[src/rtl/ledchain_pkg.sv]
package ledchain_pkg;
  localparam int ADDR_W = 5;
  localparam int DATA_W = 32;

  localparam logic [ADDR_W-1:0] OFS_CFG_A  = 5'h00;
  localparam logic [ADDR_W-1:0] OFS_CFG_B  = 5'h04;
  localparam logic [ADDR_W-1:0] OFS_WORD_A = 5'h08;
  localparam logic [ADDR_W-1:0] OFS_WORD_B = 5'h0C;
  localparam logic [ADDR_W-1:0] OFS_GATE   = 5'h10;

  // field positions
  localparam int POS_TRIG    = 31;  // cfg_a: software request
  localparam int POS_EDGE    = 26;  // cfg_a: 1 = falling capture edge
  localparam int POS_MODEM   = 24;  // cfg_a: two modem ownership bits
  localparam int POS_PHY_A   = 27;  // cfg_a: three PHY A ownership bits
  localparam int POS_PHY_B   = 15;  // cfg_b: three PHY B ownership bits
  localparam int POS_RATE    = 23;  // cfg_b: two-bit refresh rate
  localparam int POS_AUTO    = 31;  // cfg_b: periodic refresh enable
  localparam int MODEM_W     = 2;
  localparam int PHY_W       = 3;
  localparam int GROUP_W     = 8;

  typedef enum logic [1:0] {
    ENG_IDLE  = 2'd0,
    ENG_SHIFT = 2'd1,
    ENG_STORE = 2'd2
  } eng_state_e;
endpackage

[src/rtl/ledchain_regs.sv]
module ledchain_regs
  import ledchain_pkg::*;
#(
  parameter int NUM_GROUPS = 3,
  localparam int WORD_W = NUM_GROUPS * GROUP_W
) (
  input  logic                  clk,
  input  logic                  rst_n,
  input  logic [ADDR_W-1:0]     bus_addr,
  input  logic                  bus_wr,
  input  logic                  bus_rd,
  input  logic [DATA_W-1:0]     bus_wdata,
  output logic [DATA_W-1:0]     bus_rdata,
  input  logic                  frame_start,
  input  logic                  frame_done,
  input  logic                  auto_tick,
  output logic                  req_any,
  output logic                  sw_busy,
  output logic                  edge_fall,
  output logic [MODEM_W-1:0]    own_modem,
  output logic [PHY_W-1:0]      own_phy_a,
  output logic [PHY_W-1:0]      own_phy_b,
  output logic [NUM_GROUPS-1:0] grp_en,
  output logic                  auto_en,
  output logic [1:0]            rate_sel,
  output logic [WORD_W-1:0]     word_a
);
  localparam logic [DATA_W-1:0] CFG_A_RST = DATA_W'(1) << POS_EDGE;

  logic [DATA_W-1:0] cfg_a_q, cfg_a_d, cfg_b_q, cfg_b_d;
  logic [DATA_W-1:0] word_a_q, word_a_d, word_b_q, word_b_d, gate_q, gate_d;
  logic sw_pend_q, sw_pend_d, sw_act_q, sw_act_d, auto_pend_q, auto_pend_d;

  always_comb begin
    cfg_a_d     = cfg_a_q;
    cfg_b_d     = cfg_b_q;
    word_a_d    = word_a_q;
    word_b_d    = word_b_q;
    gate_d      = gate_q;
    sw_pend_d   = sw_pend_q;
    sw_act_d    = sw_act_q;
    auto_pend_d = auto_pend_q;
    if (frame_start) begin
      sw_act_d    = sw_pend_q;
      sw_pend_d   = 1'b0;
      auto_pend_d = 1'b0;
    end
    if (frame_done) sw_act_d = 1'b0;
    if (auto_tick) auto_pend_d = 1'b1;
    if (bus_wr) begin
      case (bus_addr)
        OFS_CFG_A: begin
          cfg_a_d = {1'b0, bus_wdata[DATA_W-2:0]};
          if (bus_wdata[POS_TRIG]) sw_pend_d = 1'b1;
        end
        OFS_CFG_B:  cfg_b_d  = bus_wdata;
        OFS_WORD_A: word_a_d = bus_wdata;
        OFS_WORD_B: word_b_d = bus_wdata;
        OFS_GATE:   gate_d   = bus_wdata;
        default: ;
      endcase
    end
  end

  always_ff @(posedge clk or negedge rst_n) begin
    if (!rst_n) begin
      cfg_a_q     <= CFG_A_RST;
      cfg_b_q     <= '0;
      word_a_q    <= '0;
      word_b_q    <= '0;
      gate_q      <= '0;
      sw_pend_q   <= 1'b0;
      sw_act_q    <= 1'b0;
      auto_pend_q <= 1'b0;
    end else begin
      cfg_a_q     <= cfg_a_d;
      cfg_b_q     <= cfg_b_d;
      word_a_q    <= word_a_d;
      word_b_q    <= word_b_d;
      gate_q      <= gate_d;
      sw_pend_q   <= sw_pend_d;
      sw_act_q    <= sw_act_d;
      auto_pend_q <= auto_pend_d;
    end
  end

  assign sw_busy = sw_pend_q | sw_act_q;

  always_comb begin
    bus_rdata = '0;
    if (bus_rd) begin
      case (bus_addr)
        OFS_CFG_A:  bus_rdata = {sw_busy, cfg_a_q[DATA_W-2:0]};
        OFS_CFG_B:  bus_rdata = cfg_b_q;
        OFS_WORD_A: bus_rdata = word_a_q;
        OFS_WORD_B: bus_rdata = word_b_q;
        OFS_GATE:   bus_rdata = gate_q;
        default:    bus_rdata = '0;
      endcase
    end
  end

  assign req_any   = sw_pend_q | auto_pend_q;
  assign edge_fall = cfg_a_q[POS_EDGE];
  assign own_modem = cfg_a_q[POS_MODEM +: MODEM_W];
  assign own_phy_a = cfg_a_q[POS_PHY_A +: PHY_W];
  assign own_phy_b = cfg_b_q[POS_PHY_B +: PHY_W];
  assign grp_en    = cfg_b_q[NUM_GROUPS-1:0];
  assign auto_en   = cfg_b_q[POS_AUTO];
  assign rate_sel  = cfg_b_q[POS_RATE +: 2];
  assign word_a    = word_a_q[WORD_W-1:0];
endmodule

[src/rtl/ledchain_rate.sv]
module ledchain_rate #(
  parameter int CLK_HZ = 50_000_000,
  localparam int LIM_2  = CLK_HZ / 2 - 1,
  localparam int LIM_4  = CLK_HZ / 4 - 1,
  localparam int LIM_8  = CLK_HZ / 8 - 1,
  localparam int LIM_10 = CLK_HZ / 10 - 1,
  localparam int CW     = $clog2(LIM_2 + 1)
) (
  input  logic       clk,
  input  logic       rst_n,
  input  logic       enable,
  input  logic [1:0] rate_sel,
  output logic       tick
);
  logic [CW-1:0] cnt_q, cnt_d, limit;

  always_comb begin
    case (rate_sel)
      2'b00:   limit = CW'(LIM_2);
      2'b01:   limit = CW'(LIM_4);
      2'b10:   limit = CW'(LIM_8);
      default: limit = CW'(LIM_10);
    endcase
  end

  assign tick = enable && (cnt_q >= limit);

  always_comb begin
    if (!enable || cnt_q >= limit) cnt_d = '0;
    else                           cnt_d = cnt_q + 1'b1;
  end

  always_ff @(posedge clk or negedge rst_n) begin
    if (!rst_n) cnt_q <= '0;
    else        cnt_q <= cnt_d;
  end
endmodule

[src/rtl/ledchain_shift.sv]
module ledchain_shift
  import ledchain_pkg::*;
#(
  parameter int NUM_GROUPS = 3,
  localparam int WORD_W = NUM_GROUPS * GROUP_W,
  localparam int IDXW   = $clog2(WORD_W),
  localparam int CNTW   = $clog2(WORD_W + 1)
) (
  input  logic                  clk,
  input  logic                  rst_n,
  input  logic                  go,
  input  logic [NUM_GROUPS-1:0] grp_en,
  input  logic                  edge_fall,
  input  logic [WORD_W-1:0]     word_in,
  output logic                  start,
  output logic                  done,
  output logic                  busy,
  output logic                  sh_data,
  output logic                  sh_clk,
  output logic                  sh_store
);
  eng_state_e        state_q, state_d;
  logic [IDXW-1:0]   idx_q, idx_d;
  logic              phase_q, phase_d, pol_q, pol_d;
  logic [WORD_W-1:0] frame_q, frame_d;
  logic [CNTW-1:0]   nbits;

  // length set by the highest enabled group
  always_comb begin
    nbits = '0;
    for (int g = 0; g < NUM_GROUPS; g++)
      if (grp_en[g]) nbits = CNTW'((g + 1) * GROUP_W);
  end

  always_comb begin
    state_d = state_q;
    idx_d   = idx_q;
    phase_d = phase_q;
    pol_d   = pol_q;
    frame_d = frame_q;
    start   = 1'b0;
    done    = 1'b0;
    case (state_q)
      ENG_IDLE: begin
        pol_d = edge_fall;
        if (go) begin
          start   = 1'b1;
          frame_d = word_in;
          phase_d = 1'b0;
          idx_d   = IDXW'(nbits - 1'b1);
          state_d = (nbits == '0) ? ENG_STORE : ENG_SHIFT;
        end
      end
      ENG_SHIFT: begin
        if (!phase_q) begin
          phase_d = 1'b1;
        end else if (idx_q == '0) begin
          state_d = ENG_STORE;
        end else begin
          idx_d   = idx_q - 1'b1;
          phase_d = 1'b0;
        end
      end
      ENG_STORE: begin
        done    = 1'b1;
        state_d = ENG_IDLE;
      end
      default: state_d = ENG_IDLE;
    endcase
  end

  always_ff @(posedge clk or negedge rst_n) begin
    if (!rst_n) begin
      state_q <= ENG_IDLE;
      idx_q   <= '0;
      phase_q <= 1'b0;
      pol_q   <= 1'b1;
      frame_q <= '0;
    end else begin
      state_q <= state_d;
      idx_q   <= idx_d;
      phase_q <= phase_d;
      pol_q   <= pol_d;
      frame_q <= frame_d;
    end
  end

  assign busy     = (state_q != ENG_IDLE);
  assign sh_store = (state_q == ENG_STORE);
  assign sh_clk   = pol_q ^ ((state_q == ENG_SHIFT) && phase_q);
  assign sh_data  = (state_q == ENG_SHIFT) ? frame_q[idx_q] : 1'b0;
endmodule

[src/rtl/ledchain_ctrl.sv]
module ledchain_ctrl
  import ledchain_pkg::*;
#(
  parameter int CLK_HZ     = 50_000_000,
  parameter int NUM_GROUPS = 3,
  localparam int WORD_W    = NUM_GROUPS * GROUP_W
) (
  input  logic               clk,
  input  logic               rst_n,
  input  logic [ADDR_W-1:0]  bus_addr,
  input  logic               bus_wr,
  input  logic               bus_rd,
  input  logic [DATA_W-1:0]  bus_wdata,
  output logic [DATA_W-1:0]  bus_rdata,
  input  logic [MODEM_W-1:0] modem_st,
  input  logic [PHY_W-1:0]   phy_a_st,
  input  logic [PHY_W-1:0]   phy_b_st,
  output logic               sh_data,
  output logic               sh_clk,
  output logic               sh_store
);
  logic rst_meta, rst_core_n;

  always_ff @(posedge clk or negedge rst_n) begin
    if (!rst_n) {rst_core_n, rst_meta} <= 2'b00;
    else        {rst_core_n, rst_meta} <= {rst_meta, 1'b1};
  end

  logic                  frame_start, frame_done, auto_tick, req_any;
  logic                  sw_busy, eng_busy, edge_fall, auto_en;
  logic [MODEM_W-1:0]    own_modem;
  logic [PHY_W-1:0]      own_phy_a, own_phy_b;
  logic [NUM_GROUPS-1:0] grp_en;
  logic [1:0]            rate_sel;
  logic [WORD_W-1:0]     word_a, merged;

  ledchain_regs #(.NUM_GROUPS(NUM_GROUPS)) u_regs (
    .clk(clk), .rst_n(rst_core_n),
    .bus_addr(bus_addr), .bus_wr(bus_wr), .bus_rd(bus_rd),
    .bus_wdata(bus_wdata), .bus_rdata(bus_rdata),
    .frame_start(frame_start), .frame_done(frame_done), .auto_tick(auto_tick),
    .req_any(req_any), .sw_busy(sw_busy), .edge_fall(edge_fall),
    .own_modem(own_modem), .own_phy_a(own_phy_a), .own_phy_b(own_phy_b),
    .grp_en(grp_en), .auto_en(auto_en), .rate_sel(rate_sel), .word_a(word_a)
  );

  ledchain_rate #(.CLK_HZ(CLK_HZ)) u_rate (
    .clk(clk), .rst_n(rst_core_n), .enable(auto_en),
    .rate_sel(rate_sel), .tick(auto_tick)
  );

  // hardware-owned positions replace the software word
  always_comb begin
    merged = word_a;
    for (int k = 0; k < MODEM_W; k++)
      if (own_modem[k]) merged[k] = modem_st[k];
    for (int k = 0; k < PHY_W; k++) begin
      if (own_phy_a[k]) merged[MODEM_W + k]         = phy_a_st[k];
      if (own_phy_b[k]) merged[MODEM_W + PHY_W + k] = phy_b_st[k];
    end
  end

  ledchain_shift #(.NUM_GROUPS(NUM_GROUPS)) u_shift (
    .clk(clk), .rst_n(rst_core_n), .go(req_any), .grp_en(grp_en),
    .edge_fall(edge_fall), .word_in(merged),
    .start(frame_start), .done(frame_done), .busy(eng_busy),
    .sh_data(sh_data), .sh_clk(sh_clk), .sh_store(sh_store)
  );
endmodule

[config.mk]
export PLATFORM = sky130hd
export DESIGN_NAME = ledchain_ctrl
export DESIGN_NICKNAME = d
export VERILOG_FILES = /design/src/rtl/ledchain_pkg.sv /design/src/rtl/ledchain_regs.sv /design/src/rtl/ledchain_rate.sv /design/src/rtl/ledchain_shift.sv /design/src/rtl/ledchain_ctrl.sv
export SDC_FILE = /design/constraint.sdc
export NUM_CORES = 1
export LEC_CHECK = 0
export ABC_AREA = 1
export ABC_CLOCK_PERIOD_IN_PS = 7300
export BUFFER_PORTS_ARGS = -buffer_cell sky130_fd_sc_hd__buf_2
export CAP_MARGIN = 10
export CELL_PAD_IN_SITES_DETAIL_PLACEMENT = 2
export CELL_PAD_IN_SITES_GLOBAL_PLACEMENT = 2
export CORE_MARGIN = 2
export CORE_UTILIZATION = 34
export DETAILED_ROUTE_END_ITERATION = 8
export HOLD_SLACK_MARGIN = 0.06
export PLACE_DENSITY = 0.73
export SLEW_MARGIN = 25
export SYNTH_ARGS = -nofsm -noshare
export SYNTH_HDL_FRONTEND = slang
export SYNTH_SLANG_ARGS = --single-unit
[constraint.sdc]
create_clock -name clk -period 7.3 [get_ports clk]
set_input_delay 0.73 -clock clk [delete_from_list [all_inputs] [get_ports clk]]
set_output_delay 0.73 -clock clk [all_outputs]
set_load 0.05 [all_outputs]
==> flow_metrics.py <==
metrics = {
    "status": {
        "run_status": "completed",
    },
    "critical_path": {
        "critPathMaxStageDelay_ns": 0.73,
        "cp-end-kind": "primary output",
        "crit_required_ns": 6.57,
        "cp_max_fo": 29,
        "timing_worst_setup_path_type": "in2out",
        "cp_top_family": "buffers and inverters",
        "arrival_ns": 2.80,
        "slowest_stage": "inv_2",
        "cp_num_buf_inv": 3,
        "r2r_cells": 11,
        "startpoint_type": "input port",
        "critical_path_cell_count": 9,
        "crit_chain": "buf_2 -> nor2_4 -> nand4_1 -> inv_2 -> nand2_1 -> nand3_1 -> nor2_1 -> nor2_1 -> buf_2",
    },
    "finish": {
        "area_growth_pct": 15.8,
        "multi_input_area_um2": 4450,
        "final_util": 0.403,
        "final_cell_mix": "nand2_1, dfrtp_1, o21ai_0, inv_1, nor2_1",
        "seq_area_um2": 5560,
        "final_common_cell": "nand2_1",
        "diodes": 0,
        "fillerInstances": 3586,
        "num-nets-final": 1464,
        "drive_gt1_frac": 0.121,
    },
    "place": {
        "portBuffers": 83,
        "gp_congestion": 0.774,
        "post-dp-hpwl_um": 22600,
    },
    "clock_tree": {
        "clockRootBuffer": "clkbuf_16",
        "cts.sinks": 222,
        "postCtsResizedCells": 0,
        "post_cts_buffers": 0,
        "cts_tree": "yes",
        "cts_max_level": 1,
        "clk_latency_ns": 0.58,
        "path_clk_slew_ns": 0.06,
        "cts_made_buffers": 28,
        "clockBufferDepth": 3,
    },
    "grt": {
        "grt.met3_usage": 0.0240,
        "first_global_vias": 10400,
        "busiest_layer": "met2",
        "use_met2": 0.376,
        "antenna_found_initial": 0,
        "grt.overflow.total": 0,
        "grt_pass1_wl_um": 56500,
        "grt.total_usage": 0.214,
        "met1_usage": 0.288,
        "grt_max_degree": 116,
    },
    "hold_path": {
        "hold_depth": 0,
        "hp-class": "reg2reg",
    },
    "floorplan": {
        "rows": 64,
        "initial_utilization": 0.348,
        "die_h_um": 181,
        "io_pins": 84,
        "dieArea_um2": 32900,
        "core_area_um2": 30700,
        "die_w_um": 181,
    },
    "power": {
        "vdd_drop_max_v": 0.000183,
        "p_comb_frac": 0.190,
        "intPower_w": 0.00256,
        "share_seq_of_total_power": 0.443,
        "power.switching_w": 0.00124,
        "power.clock.fraction": 0.367,
        "p_leak_nw": 6.01,
        "p_per_area_nw_per_um2": 307,
        "switching_share": 0.326,
    },
    "yosys": {
        "syn-num-nets": 1398,
        "netlist_area_um2": 10700,
        "synth_edf_count": 0,
        "ys_ff_latch": 222,
        "synthDistinctLibCells": 38,
        "synth_flop_cell": "dfrtp_1",
        "syn_avg_cell_area_um2": 8.07,
        "ys_seq_area_frac": 0.520,
        "synthCells": 1325,
        "ys_warn_count": 0,
        "synthArstFlopShare": 1.00,
    },
    "run": {
        "max_cap_violations": 0,
    },
    "timing": {
        "max_freq_mhz": 284,
        "hold_viol_final": 0,
        "period_needed_ns": 3.53,
        "slew_headroom": 0.411,
        "rsz0062_at_grt": "no",
        "fin_worst_skew_ns": 0.0469,
        "report.final.setup_viol": 0,
        "fin_tns_setup_ns": 0,
        "period_share": 0.483,
        "drv_slew": 0,
        "max_slew.worst_pin.slew_ns": 0.882,
    },
    "detailed_routing": {
        "dr.pass1.iters": 4,
        "drc": 0,
        "num_vias": 9267,
        "viasPerCell": 5.13,
        "first_iter_violations": 458,
        "antenna_left": 0,
        "wl_um": 34400,
        "wire_per_inst_um": 19.0,
    },
}
-- what timing repair did --
| action | CTS | global route |
|---|---|---|
| endpoints found under the setup margin | 0 | 0 |
| hold buffers | 1 | 0 |
| hold endpoints to repair | 2 | 0 |
-- power groups by stage --
stage	clock network, W	logic (W)	registers, W
finish	0.00140	0.000723	0.00168
global route	0.00148	0.000845	0.00172
CTS	0.00143	0.000741	0.00168
detailed placement	0	0.000733	0.00170
global placement	0	0.000698	0.00169
floorplan	0	0.000541	0.00163
-- path summary, 6_finish.rpt --
check	startpoint	slack (ns)	endpoint
worst min register to register	rst_meta	0.36	rst_core_n
worst max register to register	u_regs.cfg_b_q[24]	4.54	u_rate.cnt_q[24]
worst min-delay path	rst_meta	0.36	rst_core_n
max in group asynchronous	rst_core_n	5.66	u_regs.word_a_q[9]
worst max-delay path	bus_addr[1]	3.77	bus_rdata[21]
min in group asynchronous	rst_core_n	0.40	u_regs.gate_q[30]
-- worst reg2reg max path, cell delays in order, from the launching register on --
cell and delay [ns]:
dfrtp_1 0.42, inv_1 0.13, ha_1 0.26, o21ai_0 0.36, ha_1 0.31, nand2_1 0.06, nor2_1 0.06, o21ai_0 0.10
nand3_1 0.12, nor2_2 0.20, nand4_4 0.39, nor2_1 0.26
-- per-layer routing --
| metal | routed length (um) | up-vias |
|---|---|---|
| met3 | 1120 | 36 |
| met1 | 16000 | 4732 |
| met2 | 16700 | 122 |
| met5 | 0 | - |
| li1 | - | 4377 |
| met4 | 537 | 0 |
-- cells in the mapped netlist (all sizes together), types with 15 or more instances --
library cell	n	area, um^2
nand2	441	1660
dfrtp	220	5510
o21ai	196	981
nor2	112	445
inv	108	405
nand3	44	243
a21oi	34	170
clkbuf	31	116
buf	28	168
nand4	26	178
ha	24	300
xor2	15	131
-- flip-flops by register name, indices dropped and copies added, names as in the netlist --
signal,flops
u_regs.gate_q,32
u_regs.cfg_a_q,31
u_regs.word_b_q,32
u_shift.state_q,2
u_regs.auto_pend_q,1
u_regs.word_a_q,32
u_shift.idx_q,5
u_shift.pol_q,1
rst_meta,1
u_rate.cnt_q,25
u_regs.cfg_b_q,32
u_regs.sw_act_q,1
rst_core_n,1
u_regs.sw_pend_q,1
u_shift.frame_q,24
u_shift.phase_q,1
-- stage by stage --
| stage | setup WS [ns] | power [W] | hold slack (ns) | cell area (um^2) | instances |
|---|---|---|---|---|---|
| after floorplan | 0.659 | 0.00218 | 0.331 | 10700 | 1325 |
| after global placement | 3.80 | 0.00239 | 0.339 | 11400 | 1756 |
| after detailed placement | 3.76 | 0.00243 | 0.352 | 11400 | 1756 |
| after CTS | 3.75 | 0.00385 | 0.365 | 12400 | 1808 |
| after global routing | 3.54 | 0.00404 | 0.371 | 12400 | 1808 |
| final | 3.77 | 0.00380 | 0.356 | 12400 | 1808 |
-- cell type report --
cell class / instances / share of cell area
well taps: 396 / 0.0400
flip-flops and latches: 222 / 0.449
multi-input cells: 933 / 0.359
repair buffers: 95 / 0.0420
clock buffers: 42 / 0.0681
clock inverters: 9 / 0.00798
inverters: 111 / 0.0336
-- kinds of logic (layout without fill, tap and decap cells) --
family / Yosys count / after routing / synth area share
flops: 222 / 222 / 0.520
simple gates: 633 / 633 / 0.243
other cells: 1 / 1 / 0.000351
fa+ha+maj: 24 / 24 / 0.0281
buf+inv: 170 / 257 / 0.0655
compound gates: 251 / 251 / 0.123
xor+xnor: 24 / 24 / 0.0197
Note: power is estimated with default switching activity, not from simulation.
